===== config.mk =====
export PLATFORM = sky130hd
export DESIGN_NAME = sync_serial_xcvr
export DESIGN_NICKNAME = d
export VERILOG_FILES = /design/src/rtl/sio_pkg.sv /design/src/rtl/sio_prescaler.sv /design/src/rtl/sio_cts_sync.sv /design/src/rtl/sio_engine.sv /design/src/rtl/sync_serial_xcvr.sv
export SDC_FILE = /design/constraint.sdc
export NUM_CORES = 1
export LEC_CHECK = 0
export BUFFER_PORTS_ARGS = -buffer_cell sky130_fd_sc_hd__buf_2
export CORE_MARGIN = 3
export CORE_UTILIZATION = 59
export CTS_BUF_LIST = sky130_fd_sc_hd__clkbuf_16
export DETAILED_ROUTE_END_ITERATION = 7
export HOLD_SLACK_MARGIN = 0.05
export PLACE_DENSITY = 0.82
export RECOVER_POWER = 25
export SLEW_MARGIN = 10
export SYNTH_ARGS = -nofsm -noshare
export SYNTH_HDL_FRONTEND = slang
export SYNTH_HIERARCHICAL = 1
export SYNTH_SLANG_ARGS = --single-unit

===== constraint.sdc =====
create_clock -name clk_i -period 4.25 [get_ports clk_i]
set_clock_uncertainty 0.1 [all_clocks]
set_input_delay 1.275 -clock clk_i [delete_from_list [all_inputs] [get_ports clk_i]]
set_output_delay 1.275 -clock clk_i [all_outputs]
set_load 0.05 [all_outputs]

===== src/rtl/sio_pkg.sv =====
package sio_pkg;
  typedef enum logic [1:0] {
    SRC_DIRECT = 2'd0,
    SRC_DIV8   = 2'd1,
    SRC_DIV2N  = 2'd2
  } src_sel_e;

  localparam logic [1:0] ADDR_DATA = 2'd0;
  localparam logic [1:0] ADDR_CTRL = 2'd1;
  localparam logic [1:0] ADDR_DIV  = 2'd2;
  localparam logic [1:0] ADDR_SRC  = 2'd3;

  localparam int ST_EN      = 0;
  localparam int ST_TB_EMPT = 1;
  localparam int ST_TX_EMPT = 2;
  localparam int ST_RX_FULL = 3;
  localparam int ST_OVR     = 4;
  localparam int ST_TX_IRQ  = 5;
  localparam int ST_RX_IRQ  = 6;
endpackage


===== src/rtl/sio_prescaler.sv =====
module sio_prescaler
  import sio_pkg::*;
#(
  parameter int N_W = 4
) (
  input  logic           clk_i,
  input  logic           rst_ni,
  input  src_sel_e       sel_i,
  input  logic [N_W-1:0] n_i,
  output logic           tick_o
);
  localparam int PW = (N_W + 1 > 3) ? N_W + 1 : 3;

  logic [PW-1:0] cnt_q, lim;

  always_comb begin
    case (sel_i)
      SRC_DIV8:  lim = PW'(7);
      SRC_DIV2N: lim = (n_i == '0) ? '0 : PW'({n_i, 1'b0}) - PW'(1);
      default:   lim = '0;
    endcase
  end

  assign tick_o = (cnt_q >= lim);

  always_ff @(posedge clk_i or negedge rst_ni) begin
    if (!rst_ni) cnt_q <= '0;
    else         cnt_q <= tick_o ? '0 : cnt_q + PW'(1);
  end

  // the divide-by-8 source never ticks on two cycles in a row
  a_r2_div8_gap: assert property (@(posedge clk_i) disable iff (!rst_ni)
    (sel_i == SRC_DIV8 && $past(sel_i) == SRC_DIV8 && $past(tick_o)) |-> !tick_o);
endmodule


===== src/rtl/sio_cts_sync.sv =====
module sio_cts_sync #(
  parameter int STAGES = 2
) (
  input  logic clk_i,
  input  logic rst_ni,
  input  logic d_i,
  output logic q_o
);
  logic [STAGES-1:0] sr_q;

  for (genvar i = 0; i < STAGES; i++) begin : g_stage
    always_ff @(posedge clk_i or negedge rst_ni) begin
      if (!rst_ni) sr_q[i] <= 1'b1;  // reset as "not ready"
      else if (i == 0) sr_q[i] <= d_i;
      else sr_q[i] <= sr_q[(i == 0) ? 0 : i-1];
    end
  end

  assign q_o = sr_q[STAGES-1];
endmodule


===== src/rtl/sio_engine.sv =====
module sio_engine #(
  parameter int DATA_W = 8,
  parameter int DIV_W  = 8
) (
  input  logic              clk_i,
  input  logic              rst_ni,
  input  logic              tick_i,
  input  logic [DIV_W-1:0]  div_m_i,
  input  logic              start_i,
  input  logic [DATA_W-1:0] load_data_i,
  input  logic              rxd_i,
  output logic              sclk_o,
  output logic              txd_o,
  output logic              busy_o,
  output logic              done_o,
  output logic [DATA_W-1:0] rx_data_o
);
  localparam int CNT_W = (DATA_W > 1) ? $clog2(DATA_W) : 1;

  logic [DIV_W-1:0]  dcnt_q;
  logic [CNT_W-1:0]  bcnt_q;
  logic [DATA_W-1:0] tsr_q, rsr_q;
  logic              half;

  assign half      = busy_o && tick_i && (dcnt_q == div_m_i);
  assign rx_data_o = rsr_q;

  always_ff @(posedge clk_i or negedge rst_ni) begin
    if (!rst_ni) begin
      dcnt_q <= '0;
      bcnt_q <= '0;
      tsr_q  <= '0;
      rsr_q  <= '0;
      sclk_o <= 1'b1;
      txd_o  <= 1'b1;
      busy_o <= 1'b0;
      done_o <= 1'b0;
    end else begin
      done_o <= 1'b0;
      if (start_i && !busy_o) begin
        busy_o <= 1'b1;
        tsr_q  <= load_data_i;
        dcnt_q <= '0;
        bcnt_q <= '0;
      end else if (busy_o && tick_i) begin
        if (half) begin
          dcnt_q <= '0;
          if (sclk_o) begin
            // falling edge: present next bit
            sclk_o <= 1'b0;
            txd_o  <= tsr_q[0];
            tsr_q  <= {1'b0, tsr_q[DATA_W-1:1]};
          end else begin
            // rising edge: sample input
            sclk_o <= 1'b1;
            rsr_q  <= {rxd_i, rsr_q[DATA_W-1:1]};
            bcnt_q <= bcnt_q + CNT_W'(1);
            if (bcnt_q == CNT_W'(DATA_W-1)) begin
              busy_o <= 1'b0;
              done_o <= 1'b1;
              txd_o  <= 1'b1;
            end
          end
        end else begin
          dcnt_q <= dcnt_q + DIV_W'(1);
        end
      end
    end
  end

  // output bit only moves when the serial clock is falling or low
  a_r3_txd_hold_high: assert property (@(posedge clk_i) disable iff (!rst_ni)
    (sclk_o && $past(sclk_o)) |-> $stable(txd_o));
  // serial clock toggles only on a source tick
  a_r1_toggle_on_tick: assert property (@(posedge clk_i) disable iff (!rst_ni)
    (sclk_o != $past(sclk_o)) |-> $past(tick_i));
endmodule


===== src/rtl/sync_serial_xcvr.sv =====
module sync_serial_xcvr
  import sio_pkg::*;
#(
  parameter int DATA_W = 8,
  parameter int DIV_W  = 8,
  parameter int N_W    = 4
) (
  input  logic        clk_i,
  input  logic        rst_ni,
  input  logic        bus_we_i,
  input  logic        bus_re_i,
  input  logic [1:0]  bus_addr_i,
  input  logic [7:0]  bus_wdata_i,
  output logic [7:0]  bus_rdata_o,
  input  logic        tx_ack_i,
  input  logic        rx_ack_i,
  output logic        tx_irq_o,
  output logic        rx_irq_o,
  output logic        sclk_o,
  output logic        txd_o,
  input  logic        rxd_i,
  input  logic        cts_ni
);
  logic [DATA_W-1:0] tbuf_q, rbuf_q, eng_rx;
  logic [DIV_W-1:0]  div_m_q;
  logic [1:0]        src_q;
  logic [N_W-1:0]    n_q;
  logic tbuf_full_q, tx_en_q, rx_full_q, ovr_q;
  logic tick, start, busy, done, cts_q;
  logic tb_wr, rb_rd, ctrl_wr;

  assign tb_wr   = bus_we_i && bus_addr_i == ADDR_DATA;
  assign ctrl_wr = bus_we_i && bus_addr_i == ADDR_CTRL;
  assign rb_rd   = bus_re_i && bus_addr_i == ADDR_DATA;
  assign start   = tx_en_q && tbuf_full_q && !cts_q && !busy;

  sio_cts_sync #(.STAGES(2)) u_cts (
    .clk_i, .rst_ni, .d_i(cts_ni), .q_o(cts_q)
  );

  sio_prescaler #(.N_W(N_W)) u_pre (
    .clk_i, .rst_ni, .sel_i(src_sel_e'(src_q)), .n_i(n_q), .tick_o(tick)
  );

  sio_engine #(.DATA_W(DATA_W), .DIV_W(DIV_W)) u_eng (
    .clk_i, .rst_ni, .tick_i(tick), .div_m_i(div_m_q), .start_i(start),
    .load_data_i(tbuf_q), .rxd_i, .sclk_o, .txd_o, .busy_o(busy),
    .done_o(done), .rx_data_o(eng_rx)
  );

  always_ff @(posedge clk_i or negedge rst_ni) begin
    if (!rst_ni) begin
      tbuf_q      <= '0;
      tbuf_full_q <= 1'b0;
      tx_en_q     <= 1'b0;
      div_m_q     <= '0;
      src_q       <= '0;
      n_q         <= '0;
    end else begin
      if (start) tbuf_full_q <= 1'b0;
      if (tb_wr) begin
        tbuf_q      <= DATA_W'(bus_wdata_i);
        tbuf_full_q <= 1'b1;
      end
      if (ctrl_wr) tx_en_q <= bus_wdata_i[ST_EN];
      if (bus_we_i && bus_addr_i == ADDR_DIV) div_m_q <= DIV_W'(bus_wdata_i);
      if (bus_we_i && bus_addr_i == ADDR_SRC) begin
        src_q <= bus_wdata_i[1:0];
        n_q   <= N_W'(bus_wdata_i[7:4]);
      end
    end
  end

  always_ff @(posedge clk_i or negedge rst_ni) begin
    if (!rst_ni) begin
      rbuf_q    <= '0;
      rx_full_q <= 1'b0;
      ovr_q     <= 1'b0;
      tx_irq_o  <= 1'b0;
      rx_irq_o  <= 1'b0;
    end else begin
      if (done) begin
        rbuf_q    <= eng_rx;
        rx_full_q <= 1'b1;
      end else if (rb_rd) begin
        rx_full_q <= 1'b0;
      end
      if (done && rx_full_q && !rb_rd)        ovr_q <= 1'b1;
      else if (ctrl_wr && bus_wdata_i[ST_OVR]) ovr_q <= 1'b0;
      if (start)                                                tx_irq_o <= 1'b1;
      else if (tx_ack_i || (ctrl_wr && bus_wdata_i[ST_TX_IRQ])) tx_irq_o <= 1'b0;
      if (done)                                                 rx_irq_o <= 1'b1;
      else if (rx_ack_i || (ctrl_wr && bus_wdata_i[ST_RX_IRQ])) rx_irq_o <= 1'b0;
    end
  end

  always_comb begin
    bus_rdata_o = '0;
    case (bus_addr_i)
      ADDR_DATA: bus_rdata_o = 8'(rbuf_q);
      ADDR_CTRL: begin
        bus_rdata_o[ST_EN]      = tx_en_q;
        bus_rdata_o[ST_TB_EMPT] = !tbuf_full_q;
        bus_rdata_o[ST_TX_EMPT] = !tbuf_full_q && !busy;
        bus_rdata_o[ST_RX_FULL] = rx_full_q;
        bus_rdata_o[ST_OVR]     = ovr_q;
        bus_rdata_o[ST_TX_IRQ]  = tx_irq_o;
        bus_rdata_o[ST_RX_IRQ]  = rx_irq_o;
      end
      ADDR_DIV:  bus_rdata_o = 8'(div_m_q);
      default:   bus_rdata_o = {4'(n_q), 2'b00, src_q};
    endcase
  end

  // a frame only begins with far end ready and enable set
  a_r5_start_gated: assert property (@(posedge clk_i) disable iff (!rst_ni)
    $rose(busy) |-> $past(!cts_q && tx_en_q));
  // moving a byte to the shifter empties the holding register
  a_r4_load_empties: assert property (@(posedge clk_i) disable iff (!rst_ni)
    (start && !tb_wr) |=> !tbuf_full_q);
  // end of frame raises receive full and its request
  a_r8_done_flags: assert property (@(posedge clk_i) disable iff (!rst_ni)
    done |=> (rx_full_q && rx_irq_o));
  // serial clock idles high between frames
  a_r6_sclk_idle: assert property (@(posedge clk_i) disable iff (!rst_ni)
    !busy |-> sclk_o);
  // frame landing on an unread byte flags overrun
  a_r10_overrun: assert property (@(posedge clk_i) disable iff (!rst_ni)
    (done && rx_full_q && !rb_rd) |=> ovr_q);
endmodule


==> results of run 1 <==
## worst paths after layout
| check | startpoint | to | slack [ns] | cells past startpoint |
|---|---|---|---|---|
| min | u_cts/sr_q[0] | u_cts/q_o | 0.27 | 0 |
| min in group asynchronous | rst_ni | u_eng/bcnt_q[1] | 1.41 | 2 |
| max | bus_addr_i[0] | bus_rdata_o[7] | 0.54 | 4 |
| max in group asynchronous | rst_ni | div_m_q[5] | 1.59 | 2 |
| min reg2reg | u_cts/sr_q[0] | u_cts/q_o | 0.27 | 0 |
| max reg2reg | n_q[0] | u_eng/rx_data_o[0] | 0.70 | 13 |
## per-stage QoR
stage                     cell area, um2  hold slack, ns
after floorplan                     3680           0.245
after global placement              3870           0.260
after detailed placement            3870           0.259
after CTS                           4190           0.268
after global routing                4180           0.269
final                               4180           0.271
## cell families after synthesis
logic type / Yosys count / share of synthesized area, %
simple gates: 72 / 11.0
fa+ha+maj: 13 / 4.42
flops: 74 / 50.5
mux: 56 / 19.6
compound gates: 40 / 7.45
xor+xnor: 16 / 3.81
buf+inv: 22 / 3.33
## cell usage in the layout, fill, tap and decap left out, types with 3 or more instances in the layout
cell type	n
buf_2	29
nor2b_1	3
nor3b_1	3
ha_1	13
mux2_4	11
mux4_2	4
nor2_1	14
and3_1	3
mux2_2	30
dfrtp_1	70
nand3_1	9
o21bai_1	3
clkbuf_16	9
a31o_2	3
o21ai_0	15
nand2b_1	4
a21oi_1	3
mux2i_1	10
nand2_1	23
inv_1	14
dfstp_2	4
xnor2_1	7
a311oi_1	5
xor2_1	9
## power by group through the flow
| stage | registers, mW | logic, mW | clock network [mW] |
|---|---|---|---|
| after global routing | 0.982 | 0.697 | 0.847 |
| final | 0.965 | 0.637 | 0.803 |
| after global placement | 0.968 | 0.593 | 0 |
| after CTS | 0.962 | 0.638 | 0.813 |
| after floorplan | 0.952 | 0.478 | 0 |
| after detailed placement | 0.971 | 0.627 | 0 |
## layout make-up
class	count	area, um2	area share, %
sequential	74	1860	44.5
multi-input combinational	197	1690	40.4
clock buffer	9	225	5.39
timing repair buffer	32	165	3.96
clock inverter	7	93.8	2.25
tap	75	93.8	2.25
inverter	14	52.6	1.26
## metal layers
layer	global-route usage (%)	part of all wire, %	wire, um
met4	9.50	2.3	178
met2	35.6	48	3680
met1	30.6	44	3360
met5	0	0	0
met3	5.24	5.2	393
## sequential cells by signal, indices dropped and copies added (netlist names), 2 cells and up
| name | cells |
|---|---|
| u_eng/tsr_q | 8 |
| tbuf_q | 8 |
| u_eng/rx_data_o | 8 |
| u_eng/bcnt_q | 3 |
| u_pre/cnt_q | 5 |
| div_m_q | 8 |
| u_eng/dcnt_q | 8 |
| src_q | 2 |
| rbuf_q | 8 |
| n_q | 4 |
==> impl_metrics.py, run 1 <==
metrics = {
    "sta": {
        "tns_ns": 0,
        "worstMarginPinSlew_ns": 1.78,
        "setup_violations": 0,
        "fin_crit_ns": 3.71,
        "fin_crit_sh_pct": 87.3,
        "slew_violations": 75,
        "slew_headroom_pct": -18.5,
        "rsz0062_at_grt": "no",
        "max_freq_ghz": 0.269,
        "hold_viol": 0,
        "fin_ws_ns": 0.539,
    },
    "global_routing": {
        "grt_max_degree": 75,
        "grt_overflow_total": 0,
        "grt_pass1_vias": 2520,
        "antenna_found_initial": 0,
        "grt_pass1_wl_mm": 12.6,
        "grtUsageTotal_pct": 22.7,
    },
    "cells_and_area": {
        "fillCellCount": 411,
        "area_growth_syn_to_layout_pct": 13.5,
        "fin_cells": 408,
        "fin_util_pct": 69.7,
        "drive_above_1_share_pct": 32.7,
        "antenna_cells": 0,
        "fin_nets": 359,
    },
    "pwr": {
        "combPwrFrac_pct": 26.5,
        "p_switching_mw": 0.785,
        "powerDensity_mw_per_mm2": 576,
        "cellLeakagePower_nw": 1.98,
        "pwr-share-clk_pct": 33.4,
        "switching_share_pct": 32.6,
        "power_mw": 2.40,
        "power.share.sequential_pct": 40.1,
        "p_int_mw": 1.62,
        "vdd.ir_drop.worst_mv": 0.413,
    },
    "critical_path": {
        "worstPathArrival_ns": 2.34,
        "path_cells": "buf_2, mux2_4, a22o_2, buf_2",
        "cp.required_ns": 2.87,
        "max_stage_delay_ns": 0.33,
        "crit_top_cell": "buf_2",
        "crit_buf_inv": 2,
        "worstSetupEndpointType": "output port",
        "crit_path_start_kind": "input pin",
        "crit_fanout": 13,
        "critical_path_class": "input pin to output port",
        "slowest_stage": "mux2_4",
        "timing.critical_path.max_delay_family": "buffers and inverters",
    },
    "drt": {
        "vias": 2443,
        "ant_nets": 0,
        "avgViaCountPerCell": 5.99,
        "drt-initial-drc-count": 130,
        "drt-total-wl_mm": 7.61,
        "firstDrtPassIters": 4,
        "drc_errors": 0,
        "wl_per_cell_um": 18.7,
    },
    "synthesis": {
        "synth.largest_area_cell": "dfrtp_1",
        "synth.area.top_cells": "dfrtp_1 48%, mux2_2 9.2%, mux2_4 4.5%",
        "synthArstFlopShare_pct": 100,
        "ys_seq_area_share_pct": 50.5,
        "synth_ff_type": "dfrtp_1",
        "syn_area_mm2": 0.00368,
        "yosys-top-cells-count": "70 x dfrtp_1, 30 x mux2_2, 23 x nand2_1",
        "postSynthAreaPerCell_um2": 12.6,
        "yosys_warnings": 6,
        "syn-instance-count": 293,
        "synth-edff-count": 0,
        "synth_top_area_share_pct": 47.6,
        "ys_seq_elements": 74,
        "yosysMostFrequentCell": "dfrtp_1",
        "yosysUniqueCellTypes": 49,
        "syn-num-nets": 324,
    },
    "status": {
        "violations": "capacitance limit, slew limit",
        "status": "complete, but fails checks",
    },
    "floorplan": {
        "io_pins": 30,
        "die_width_um": 85.0,
        "start_util_pct": 61.4,
        "coreArea_mm2": 0.00599,
        "design.die.area_mm2": 0.00722,
        "die_h_um": 85.0,
        "rows": 28,
    },
    "clock_tree": {
        "clk_latency_ns": 0.33,
        "hold_buffers": 0,
        "htree_num_levels": 3,
        "post_cts_buffers": 0,
        "cts.reportedPaths.clkPinSlew_ns": 0.06,
        "clock_sinks": 74,
        "cts_tree": "done",
        "cts-buffers-inserted": 9,
        "ctsResizeCount": 0,
        "cts_root_buf": "clkbuf_16",
        "clock_path_buffers": 2,
    },
    "flow_run": {
        "drv_cap": 1,
    },
    "placed_design": {
        "dp_slack_ns": 0.508,
        "dp_hpwl_mm": 5.24,
        "place.gp.congestion": 0.812,
        "io_buffers": 29,
        "place_inst": 392,
    },
    "worst_hold_path": {
        "hold_class": "register to register",
    },
}
Power figures use the tool's default switching activity.
==> run 2: changes to the inputs <==
Settings changed: ABC_CLOCK_PERIOD_IN_PS from default to 4250, CORE_MARGIN 3 to default.
==> impl_metrics.py, run 2 (synthesis gave the netlist of run 1 again) <==
metrics = {
    "drt": {
        "avgViaCountPerCell": 5.92,
        "drt-total-wl_mm": 7.51,
        "drc_errors": 0,
        "wl_per_cell_um": 18.4,
        "vias": 2415,
        "drt-initial-drc-count": 194,
        "firstDrtPassIters": 4,
        "ant_nets": 0,
    },
    "sta": {
        "fin_crit_ns": 3.73,
        "max_freq_ghz": 0.268,
        "slew_headroom_pct": -24.5,
        "slew_violations": 34,
        "tns_ns": 0,
        "hold_viol": 0,
        "setup_violations": 0,
        "rsz0062_at_grt": "no",
        "fin_ws_ns": 0.517,
        "fin_crit_sh_pct": 87.8,
        "worstMarginPinSlew_ns": 1.87,
    },
    "placed_design": {
        "io_buffers": 29,
        "dp_slack_ns": 0.514,
        "place_inst": 392,
        "placed_area_mm2": 0.00388,
        "place.gp.congestion": 0.897,
        "dp_hpwl_mm": 5.20,
    },
    "cells_and_area": {
        "fillCellCount": 398,
        "fin_nets": 359,
        "regArea_mm2": 0.00186,
        "antenna_cells": 0,
        "fin_cells": 408,
        "area_growth_syn_to_layout_pct": 14.2,
        "layout_commonest_cell": "dfrtp_1",
        "multiInputGateArea_mm2": 0.00170,
        "final_cell_mix": "70 x dfrtp_1, 30 x mux2_2, 28 x buf_2, 23 x nand2_1, 15 x o21ai_0",
        "fin_area_mm2": 0.00420,
        "drive_above_1_share_pct": 33.0,
    },
    "clock_tree": {
        "clk_latency_ns": 0.33,
        "cts_root_buf": "clkbuf_16",
        "clock_sinks": 74,
        "cts-buffers-inserted": 9,
        "clock_path_buffers": 2,
        "htree_num_levels": 3,
        "cts_tree": "done",
        "hold_buffers": 0,
        "ctsResizeCount": 0,
        "post_cts_buffers": 0,
        "cts.reportedPaths.clkPinSlew_ns": 0.06,
    },
    "floorplan": {
        "design.die.area_mm2": 0.00656,
        "die_width_um": 81.0,
        "coreArea_mm2": 0.00596,
        "io_pins": 30,
        "die_h_um": 81.0,
        "start_util_pct": 61.8,
        "rows": 28,
    },
    "critical_path": {
        "path_cells": "buf_2, mux2_4, a22o_2, buf_2",
        "timing.rr.start": "n_q[1]",
        "crit_fanout": 13,
        "reg2reg_to": "u_eng/rx_data_o[7]",
        "worstPathArrival_ns": 2.36,
        "crit_buf_inv": 2,
        "crit_path_start_kind": "input pin",
        "r2r_setup_slack_ns": 0.80,
        "r2r_cells": 13,
        "crit_top_cell": "buf_2",
        "cp-startpoint": "bus_addr_i[0]",
        "max_stage_delay_ns": 0.33,
        "critical_path_class": "input pin to output port",
        "cp_num_cells": 4,
        "slowest_stage": "mux2_4",
        "endpoint": "bus_rdata_o[7]",
        "timing.critical_path.max_delay_family": "buffers and inverters",
        "worstSetupEndpointType": "output port",
        "cp.required_ns": 2.87,
    },
    "pwr": {
        "powerDensity_mw_per_mm2": 574,
        "power_mw": 2.41,
        "cellLeakagePower_nw": 1.98,
        "vdd.ir_drop.worst_mv": 0.306,
    },
    "global_routing": {
        "grt_pass1_vias": 2353,
        "grt_overflow_total": 0,
        "grt_pass1_wl_mm": 11.7,
        "antenna_found_initial": 0,
        "grt_max_degree": 42,
        "grtUsageTotal_pct": 25.0,
    },
    "worst_hold_path": {
        "min_from": "u_cts/sr_q[0]",
        "hold_class": "register to register",
    },
    "flow_run": {
        "drv_cap": 1,
    },
    "status": {
        "status": "complete, but fails checks",
        "violations": "capacitance limit, slew limit",
    },
}
-- run 2: final cells by class --
cell class	instances	share of cell area (%)
sequential	74	44.2
timing repair buffer	32	4.26
inverter	14	1.25
clock buffer	9	5.36
tap	75	2.23
multi-input combinational	197	40.5
clock inverter	7	2.23
-- run 2: routing by layer --
layer / track usage, % / up-vias / share of wire [%]
li1: - / 1114 / -
met1: 33.8 / 1208 / 46
met2: 38.9 / 72 / 47
met3: 4.16 / 21 / 4.3
met4: 12.5 / 0 / 2.6
met5: 0 / - / 0
-- run 2: metrics by stage --
step,util (%),hold WS (ns)
final,70.5,0.269
after global routing,70.5,0.271
after CTS,70.6,0.268
after detailed placement,65.2,0.259
after global placement,65.2,0.259
after floorplan,-,0.245
-- run 2: worst reg2reg max path, cell delays in order (launching register included) --
cell	delay (ns)
dfrtp_1	0.44
inv_1	0.11
ha_1	0.18
nor3b_1	0.32
nand2b_1	0.15
a21oi_1	0.07
ha_1	0.27
nor2b_1	0.05
o21ai_2	0.28
a31o_2	0.24
and2_4	0.18
and4_4	0.26
nand4_4	0.28
mux2_4	0.39
-- run 2: worst min-delay path by stage --
| stage | endpoint | slack, ns | depth (start not counted) |
|---|---|---|---|
| floorplan | u_cts/q_o | 0.25 | 0 |
| global placement | u_cts/q_o | 0.26 | 0 |
| detailed placement | u_cts/q_o | 0.26 | 0 |
| CTS | u_cts/q_o | 0.27 | 0 |
| global route | u_cts/q_o | 0.27 | 0 |
| finish | u_cts/q_o | 0.27 | 0 |
-- run 2: where the power goes --
part	total (mW)	leakage (nW)	internal (mW)	switching, mW
clock	0.806	0.151	0.512	0.294
combinational	0.635	0.883	0.277	0.358
sequential	0.971	0.947	0.831	0.140
==> run 3: changes to the inputs <==
Settings changed: CTS_BUF_LIST sky130_fd_sc_hd__clkbuf_16 to default.
==> impl_metrics.py, run 3 (synthesis gave the netlist of run 1 again) <==
metrics = {
    "status": {
        "status": "complete, but fails checks",
        "violations": "capacitance limit, slew limit",
    },
    "pwr": {
        "power_mw": 2.19,
        "combPwrFrac_pct": 28.9,
        "pwr-share-clk_pct": 27.1,
        "powerDensity_mw_per_mm2": 535,
        "cellLeakagePower_nw": 1.94,
        "power.share.sequential_pct": 44.1,
        "vdd.ir_drop.worst_mv": 0.257,
        "p_switching_mw": 0.757,
        "switching_share_pct": 34.5,
        "p_int_mw": 1.44,
    },
    "drt": {
        "wl_per_cell_um": 17.6,
        "ant_nets": 0,
        "vias": 2399,
        "avgViaCountPerCell": 5.88,
        "drt-initial-drc-count": 242,
        "firstDrtPassIters": 4,
        "drc_errors": 0,
        "drt-total-wl_mm": 7.20,
    },
    "critical_path": {
        "crit_path_start_kind": "input pin",
        "worstPathArrival_ns": 2.36,
        "crit_buf_inv": 2,
        "path_cells": "buf_2, mux2_4, a22o_2, buf_2",
        "critical_path_class": "input pin to output port",
        "cp.required_ns": 2.87,
        "timing.rr.start": "n_q[1]",
        "max_stage_delay_ns": 0.33,
        "crit_top_cell": "buf_2",
        "crit_fanout": 13,
        "timing.critical_path.max_delay_family": "buffers and inverters",
        "cp-startpoint": "bus_addr_i[0]",
        "slowest_stage": "mux2_4",
        "worstSetupEndpointType": "output port",
    },
    "cells_and_area": {
        "layout_commonest_cell": "dfrtp_1",
        "fillCellCount": 425,
        "regArea_mm2": 0.00186,
        "multiInputGateArea_mm2": 0.00170,
        "fin_nets": 359,
        "antenna_cells": 0,
        "final_cell_mix": "70 x dfrtp_1, 30 x mux2_2, 28 x buf_2, 23 x nand2_1, 15 x o21ai_0",
        "drive_above_1_share_pct": 33.0,
        "area_growth_syn_to_layout_pct": 11.4,
    },
    "sta": {
        "tns_ns": 0,
        "fin_crit_sh_pct": 87.9,
        "slew_violations": 34,
        "hold_slack_ns": 0.267,
        "worstMarginPinSlew_ns": 1.89,
        "hold_viol": 0,
        "rsz0062_at_grt": "no",
        "fin_crit_ns": 3.74,
        "slew_headroom_pct": -26.1,
        "max_freq_ghz": 0.268,
        "setup_violations": 0,
    },
    "clock_tree": {
        "post_cts_buffers": 0,
        "cts_tree": "done",
        "ctsResizeCount": 0,
        "cts_root_buf": "clkbuf_8",
        "clock_sinks": 74,
        "hold_buffers": 0,
        "cts.reportedPaths.clkPinSlew_ns": 0.08,
        "clk_latency_ns": 0.35,
        "cts-buffers-inserted": 9,
        "clock_path_buffers": 2,
        "htree_num_levels": 3,
    },
    "global_routing": {
        "grt_pass1_vias": 2330,
        "antenna_found_initial": 0,
        "grt_max_degree": 42,
        "grt_pass1_wl_mm": 11.5,
        "grt_overflow_total": 0,
        "grtUsageTotal_pct": 24.1,
    },
    "floorplan": {
        "start_util_pct": 61.8,
        "rows": 28,
        "io_pins": 30,
        "design.die.area_mm2": 0.00656,
        "die_h_um": 81.0,
        "die_width_um": 81.0,
        "coreArea_mm2": 0.00596,
    },
    "worst_hold_path": {
        "hold_class": "register to register",
        "min_from": "u_cts/sr_q[0]",
    },
    "placed_design": {
        "dp_hpwl_mm": 5.20,
        "place.gp.congestion": 0.897,
        "io_buffers": 29,
    },
    "flow_run": {
        "drv_cap": 1,
    },
}
==> run 3: cell count changes in the layout (fill, tap and decap cells not counted) <==
cell,change
clkbuf_16,-9
clkbuf_8,+9
==> run 3: power groups by stage <==
stage	combinational (mW)	sequential, mW	clock [mW]
6_report	0.633	0.966	0.594
2_1_floorplan	0.478	0.952	0
3_5_place_dp	0.626	0.976	0
4_1_cts	0.630	0.964	0.604
3_3_place_gp	0.596	0.968	0
5_1_grt	0.691	0.979	0.640
==> run 3: worst reg2reg max path, stage by stage (launching register included) <==
cell      delay, ns
dfrtp_1        0.45
inv_1          0.11
ha_1           0.18
nor3b_1        0.32
nand2b_1       0.15
a21oi_1        0.07
ha_1           0.28
nor2b_1        0.05
o21ai_2        0.28
a31o_2         0.24
and2_4         0.18
and4_4         0.26
nand4_4        0.27
mux2_4         0.39
==> run 3: worst paths after layout <==
kind                                            to  slack, ns  cells past startpoint
max in group asynchronous                 rx_irq_o       1.61                      1
worst min-delay path                     u_cts/q_o       0.27                      0
worst max-delay path                bus_rdata_o[7]       0.51                      4
min in group asynchronous                   n_q[2]       1.35                      1
worst min register to register           u_cts/q_o       0.27                      0
worst max register to register  u_eng/rx_data_o[7]       0.78                     13
==> run 3: through the flow <==
stage	utilization (%)	area, um2	worst slack, ns	std cells
after CTS	68.9	4100	0.512	408
after floorplan	-	3680	0.262	293
after detailed placement	65.2	3880	0.514	392
final	68.8	4100	0.514	408
after global placement	65.2	3880	0.540	392
after global routing	68.8	4100	0.463	408
==> run 3: layout make-up <==
| type | count | area share [%] |
|---|---|---|
| clock buffer | 9 | 3.02 |
| timing repair buffer | 32 | 4.36 |
| clock inverter | 7 | 2.29 |
| sequential | 74 | 45.3 |
| tap | 75 | 2.29 |
| inverter | 14 | 1.28 |
| multi-input combinational | 197 | 41.5 |
==> run 3: routing by layer <==
layer,routed length [um],global-route usage [%]
met5,0,0
met4,141,10.4
met3,255,4.38
met2,3350,37.1
met1,3450,33.6
